**config.mk**
```make
export PLATFORM = sky130hd
export DESIGN_NAME = sync_gate_distributor
export DESIGN_NICKNAME = d
export VERILOG_FILES = /design/src/rtl/sgd_pkg.sv /design/src/rtl/sgd_edge_sync.sv /design/src/rtl/sgd_ctrl_reg.sv /design/src/rtl/sgd_gate.sv /design/src/rtl/sync_gate_distributor.sv
export SDC_FILE = /design/constraint.sdc
export NUM_CORES = 1
export LEC_CHECK = 0
export ABC_AREA = 1
export BUFFER_PORTS_ARGS = -buffer_cell sky130_fd_sc_hd__buf_2
export CAP_MARGIN = 0
export CORE_AREA = 2 2 39 41
export DETAILED_ROUTE_END_ITERATION = 16
export DIE_AREA = 0 0 41 43
export SLEW_MARGIN = 20
export SYNTH_ARGS = -nofsm -noshare
export SYNTH_HDL_FRONTEND = slang
export SYNTH_HIERARCHICAL = 1
export SYNTH_SLANG_ARGS = --single-unit
export TNS_END_PERCENT = 10
```
**constraint.sdc**
```tcl
create_clock -name clk -period 1.43 [get_ports clk]
set_clock_uncertainty 0.05 [all_clocks]
set_input_delay 0.286 -clock clk [delete_from_list [all_inputs] [get_ports clk]]
set_output_delay 0.286 -clock clk [all_outputs]
set_load 0.03 [all_outputs]
```
**src/rtl/sgd_pkg.sv**
```systemverilog
package sgd_pkg;

    localparam int CTRL_W   = 8;
    localparam int NUM_DEST = 2;

    // Bits that hold state; reserved bits are dropped on write.
    localparam logic [CTRL_W-1:0] CTRL_WR_MASK = 8'h87;

    typedef enum logic [0:0] {
        DST_MON = 1'b0,
        DST_DIV = 1'b1
    } dest_e;

    typedef struct packed {
        logic       mon_en;    // bit 7
        logic [3:0] rsvd;      // bits 6..3
        logic       div_once;  // bit 2
        logic       div_en;    // bit 1
        logic       master;    // bit 0
    } ctrl_t;

    function automatic ctrl_t ctrl_from_bus(input logic [CTRL_W-1:0] d);
        return ctrl_t'(d & CTRL_WR_MASK);
    endfunction

    function automatic logic dest_open(input ctrl_t c, input int idx);
        logic open_q;
        if (idx == int'(DST_MON)) open_q = c.master & c.mon_en;
        else                      open_q = c.master & c.div_en;
        return open_q;
    endfunction

    function automatic logic oneshot_armed(input ctrl_t c);
        return c.master & c.div_en & c.div_once;
    endfunction

endpackage

```
**src/rtl/sgd_edge_sync.sv**
```systemverilog
module sgd_edge_sync #(
    parameter int STAGES = 2
) (
    input  logic clk,
    input  logic rst,
    input  logic async_in,
    output logic rise
);
    localparam int TOP = STAGES - 1;

    logic [STAGES-1:0] chain;
    logic              prev;

    always_ff @(posedge clk) begin
        if (rst) begin
            chain <= '0;
            prev  <= 1'b0;
        end else begin
            chain <= {chain[STAGES-2:0], async_in};
            prev  <= chain[TOP];
        end
    end

    assign rise = chain[TOP] & ~prev;

    AST_RISE_SINGLE: assert property (@(posedge clk) disable iff (rst)
        rise |=> !rise);

endmodule

```
**src/rtl/sgd_ctrl_reg.sv**
```systemverilog
module sgd_ctrl_reg
    import sgd_pkg::*;
(
    input  logic              clk,
    input  logic              rst,
    input  logic              wr_en,
    input  logic [CTRL_W-1:0] wr_data,
    input  logic              clr_div,
    output ctrl_t             ctrl
);

    always_ff @(posedge clk) begin
        if (rst) begin
            ctrl <= '0;
        end else if (wr_en) begin
            ctrl <= ctrl_from_bus(wr_data);
        end else if (clr_div) begin
            ctrl.div_en <= 1'b0;
        end
    end

    AST_SELF_CLEAR_DIV: assert property (@(posedge clk) disable iff (rst)
        (clr_div && !wr_en) |=> !ctrl.div_en);

    AST_WRITE_WINS: assert property (@(posedge clk) disable iff (rst)
        (clr_div && wr_en) |=> (ctrl.div_en == $past(wr_data[1])));

    AST_MON_KEPT_ON_CLEAR: assert property (@(posedge clk) disable iff (rst)
        (clr_div && !wr_en) |=> $stable(ctrl.mon_en));

endmodule

```
**src/rtl/sgd_gate.sv**
```systemverilog
module sgd_gate
    import sgd_pkg::*;
(
    input  logic                clk,
    input  logic                rst,
    input  logic                rise,
    input  ctrl_t               ctrl,
    output logic [NUM_DEST-1:0] pulse_out,
    output logic                oneshot_fire
);

    assign oneshot_fire = rise & oneshot_armed(ctrl);

    for (genvar i = 0; i < NUM_DEST; i++) begin : g_dest
        logic q;

        always_ff @(posedge clk) begin
            if (rst) q <= 1'b0;
            else     q <= rise & dest_open(ctrl, i);
        end

        assign pulse_out[i] = q;

        AST_PULSE_NEEDS_MASTER: assert property (@(posedge clk) disable iff (rst)
            q |-> $past(ctrl.master));

        AST_PULSE_ONE_CYCLE: assert property (@(posedge clk) disable iff (rst)
            q |=> !q);
    end

    AST_DIV_NEEDS_EN: assert property (@(posedge clk) disable iff (rst)
        pulse_out[DST_DIV] |-> $past(ctrl.div_en));

    AST_MON_NEEDS_EN: assert property (@(posedge clk) disable iff (rst)
        pulse_out[DST_MON] |-> $past(ctrl.mon_en));

endmodule

```
**src/rtl/sync_gate_distributor.sv**
```systemverilog
module sync_gate_distributor
    import sgd_pkg::*;
#(
    parameter int SYNC_STAGES = 2
) (
    input  logic       clk,
    input  logic       rst,
    input  logic       wr_en,
    input  logic [7:0] wr_data,
    output logic [7:0] rd_data,
    input  logic       sync_in,
    output logic       mon_sync_out,
    output logic       div_sync_out
);

    logic                rise;
    logic                fire;
    ctrl_t               ctrl;
    logic [NUM_DEST-1:0] pulses;

    sgd_edge_sync #(.STAGES(SYNC_STAGES)) u_sync (
        .clk      (clk),
        .rst      (rst),
        .async_in (sync_in),
        .rise     (rise)
    );

    sgd_ctrl_reg u_reg (
        .clk     (clk),
        .rst     (rst),
        .wr_en   (wr_en),
        .wr_data (wr_data),
        .clr_div (fire),
        .ctrl    (ctrl)
    );

    sgd_gate u_gate (
        .clk          (clk),
        .rst          (rst),
        .rise         (rise),
        .ctrl         (ctrl),
        .pulse_out    (pulses),
        .oneshot_fire (fire)
    );

    assign rd_data      = ctrl;
    assign mon_sync_out = pulses[DST_MON];
    assign div_sync_out = pulses[DST_DIV];

    AST_RSVD_READ_ZERO: assert property (@(posedge clk) disable iff (rst)
        wr_en |=> (rd_data[6:3] == 4'h0));

    AST_ONESHOT_CLEARS: assert property (@(posedge clk) disable iff (rst)
        (div_sync_out && $past(ctrl.div_once) && !$past(wr_en)) |-> !rd_data[1]);

endmodule

```
Word-level counts from Yosys, hierarchy flattened
Cells that the tools add are included. W data, S select, Z words.

Flip-flop bits (word level): 9. Latch bits: 0. Memory bits (writable): 0. ROM bits: 0. Input bits: 12. Output and inout port bits: 10. Word-level logic and storage cells: 21. Memories kept: 0.

$add $sub $neg: 0. Multipliers: 0. Divide/modulo/power cells: 0. Magnitude comparators: 0. Eq/ne operators: 0. Shifts and indexed selects: 0. Multiplexer cells: 4. Bitwise gates (word level): 8. Reduce and logical (&&, ||, !) cells: 1.

Operators by type and width (count): $and A1 B1 Y1 (7); $mux W1 (4); $reduce_bool A2 Y1 (1); $not A1 Y1 (1).

Logic depth before layout (Yosys ltp)
Depth in word-level cells: 5. Depth in mapped cells: 7. Mapped depth without buffers: 7.

By module
Netlist, hierarchy kept.

Modules (own cells, without submodules): sgd_ctrl_reg (times used 1, cells an instance 26, area each 182.7 µm², sequential area each 80.1 µm²); sgd_edge_sync (times used 1, cells an instance 10, area each 86.3 µm², sequential area each 60.1 µm²); sgd_gate (times used 1, cells an instance 10, area each 80.1 µm², sequential area each 40.0 µm²).

Worst setup path before layout
OpenSTA, ideal clock, no wires.

Path type: register -> register. From: register u_reg/ctrl[0] (netlist name). To: register u_reg/ctrl[1] (netlist name). Library setup time: 114 ps. Arrival time: 931 ps. Required time: 1266 ps. Slack: 335 ps. Cell stages (with the launch flop): 6. Path buffers: 0. Period minus slack after synthesis: 1095 ps. Cell sequence: dfxtp_1 > nand3_1 > nor2_1 > inv_1 > a21oi_1 > nor2_1.

Word-level cells in the longest chain between the ends: 4.

Ends and longest elaborated chain: $and A1 B1 Y1; $and A1 B1 Y1 (line sgd_pkg.sv:34) `return c.master & c.div_en & c.div_once;`; $and A1 B1 Y1 (line sgd_gate.sv:12) `assign oneshot_fire = rise & oneshot_armed(ctrl);`; via fire (line sync_gate_distributor.sv:17) `logic fire;`; $reduce_bool A2 Y1 (no source line).

The timed path passes the listed nets, and every way through them passes these cells. A chain may end at the register's enable or synchronous reset.

Worst setup path in the final report
From: register u_reg/ctrl[0] (netlist name). To: output port rd_data[0].

RTL lines: end, declared (line sync_gate_distributor.sv:10) `output logic [7:0] rd_data,`.

No word-level cell between the ends.

==> impl_metrics.ini <==
[status]
status = complete, no violations

[route]
wirelength_um = 550
postRouteAntennaNets = 0
vias = 285
wl_per_cell_um = 7.237
first_iter_violations = 6
drc = 0
viasPerCell = 3.750
firstDrtPassIters = 4

[setup_path]
critPathLaunchType = flip-flop
arrival_ns = 0.83
cp_num_buf_inv = 1
cp_top_family = flip-flops
path_class = reg -> out
cp_max_fo = 4
max_stage_delay_ns = 0.37
cp-end-kind = primary output
cp_slowest_cell = dfxtp_1
path_cells = buf_2
required_ns = 1.09

[pwr]
power_switching_uw = 136.2
clockPowerShare = 0.358
comb_power_share = 0.130
power.density_nw_per_um2 = 1230
total_power_uw = 524.8
cellInternalPower_uw = 388.6
vdd_ir_drop_max_mv = 0.2835
power_frac_seq = 0.512
power_leakage_uw = 0.0002296
switching_share = 0.2595

[cells_and_area]
fillerInstances = 158
multi_input_area_um2 = 105.1
fin_cells = 76
syn_to_final_growth_pct = 22.22
n_antenna_cell = 0
nets = 73
layout-drive-gt1-share = 0.2667
register_area_um2 = 180.2

[clock_network]
hold_buffers = 0
cts_root_buffer = clkbuf_4
clock_latency_ns = 0.25
cts_buffers = 3
cts_max_level = 1
cts_sinks = 9
clk_pin_slew_ns = 0.06
cts.repair_timing.setup_buffer_count = 0
post_cts_resize_count = 0
clockBufferDepth = 2
tritoncts = done

[floorplanning]
start_util = 0.2523
pin_count = 22
core_um2 = 1384
die_area_um2 = 1763
die_y_um = 43
num_rows = 14
chipWidth_um = 41

[global_routing]
antenna_found_initial = 0
grt_start_max_net_pins = 7
grt_pass1_wl_um = 890
grt_overflow = 0
gr-usage-all-layers = 0.08359
first_global_vias = 241

[synthesis]
yosysUniqueCellTypes = 9
synth_area_per_cell_um2 = 7.589
synth_top_area_cell = dfxtp_1
synth_seq_cells = 9
synth.cell_area_um2 = 349.1
ys_seq_area_frac = 0.5161
yosys_warnings = 6
post-synth-top-area-fraction = 0.5161
synthTopCellsByArea = dfxtp_1, nor2_1, buf_4
synth_cells = 46

[timing]
hold_ws_ns = 0.1838
final_max_slew_viol_count = 0
fin_setup_tns_ns = 0
fmax_mhz = 855.6
hold_violations = 0
rsz0062_at_grt = no
setup_viol = 0
layout_min_cycle_time_ns = 1.169
fin_ws_ns = 0.2612
period_share = 0.8173

[flow_run]
drv_cap = 0

[placement]
numPortBuffers = 13
placed_cells = 72
dp_hpwl_um = 424
pre_cts_slack_ns = 0.4091
gp_congestion = 0.6996

[worst_hold_path]
hp-class = in -> reg
## area by class of cell
type,instances,share of cell area
Inverter,8,0.07038
Tap cell,16,0.04692
Timing Repair Buffer,13,0.1525
Sequential cell,9,0.4223
Multi-Input combinational cell,26,0.2463
Clock buffer,4,0.06158
## kinds of logic after synthesis
family | synth area share
other | 0.01074
AND/OR/NAND/NOR | 0.2007
buffers and inverters | 0.2150
flip-flops | 0.5161
AO/OA/AOI/OAI | 0.05732
## path summary, 6_finish.rpt
kind,to,slack [ns],cells after the start,from
worst max-delay path,rd_data[0],0.26,1,u_reg/ctrl[0]
worst min-delay path,u_sync/chain[0],0.18,3,sync_in
worst max register to register,u_reg/ctrl[1],0.39,7,u_sync/chain[1]
worst min register to register,u_sync/chain[1],0.36,2,u_sync/chain[0]
## stage by stage
| step | cell area (um^2) | utilization |
|---|---|---|
| 6_report | 426.7 | 0.3083 |
| 5_1_grt | 426.7 | 0.3083 |
| 4_1_cts | 426.7 | 0.3083 |
| 3_5_place_dp | 400.4 | 0.2893 |
| 3_3_place_gp | 400.4 | 0.2893 |
| 2_1_floorplan | 360.3 | - |
## sequential cells by signal, summed over array words and instances (netlist names)
register and count:
u_gate/g_dest.q 2, u_reg/ctrl 4, u_sync/chain 2, u_sync/prev 1
## routing by layer
layer / global-route usage / vias up / routed length (um)
met3: 0.03141 / 0 / 43
met5: 0 / - / 0
met2: 0.09063 / 10 / 264
li1: - / 153 / -
met4: 0.1200 / 0 / 0
met1: 0.09740 / 122 / 242
## power by group through the flow
stage | logic [uW] | registers (uW) | clock network [uW]
global route | 75.4 | 270 | 213
CTS | 68.9 | 269 | 198
detailed placement | 68.7 | 274 | 0
finish | 68.4 | 269 | 188
floorplan | 38.8 | 289 | 0
global placement | 67.8 | 274 | 0
## cell usage in the layout, fill, tap and decap left out
master    Yosys  layout
nor2_1       14      14
o21ai_0       3       3
a21oi_1       1       1
nand2_1       2       2
clkbuf_4      0       3
conb_1        1       4
dfxtp_1       9       9
buf_2         0      13
inv_1         8       8
nand3_1       2       2
clkbuf_1      0       1
## synth_stat cells
cell type	number
nand2_1	2
buf_4	6
o21ai_0	3
inv_1	8
nand3_1	2
a21oi_1	1
conb_1	1
dfxtp_1	9
nor2_1	14
## worst register-to-register path, delay by kind of cell (launching register included)
family / cells / cell delay, ns
simple gates: 4 / 0.38
buf+inv: 2 / 0.08
flops: 1 / 0.30
compound gates: 1 / 0.12
Note: power is estimated with default switching activity, not from simulation.
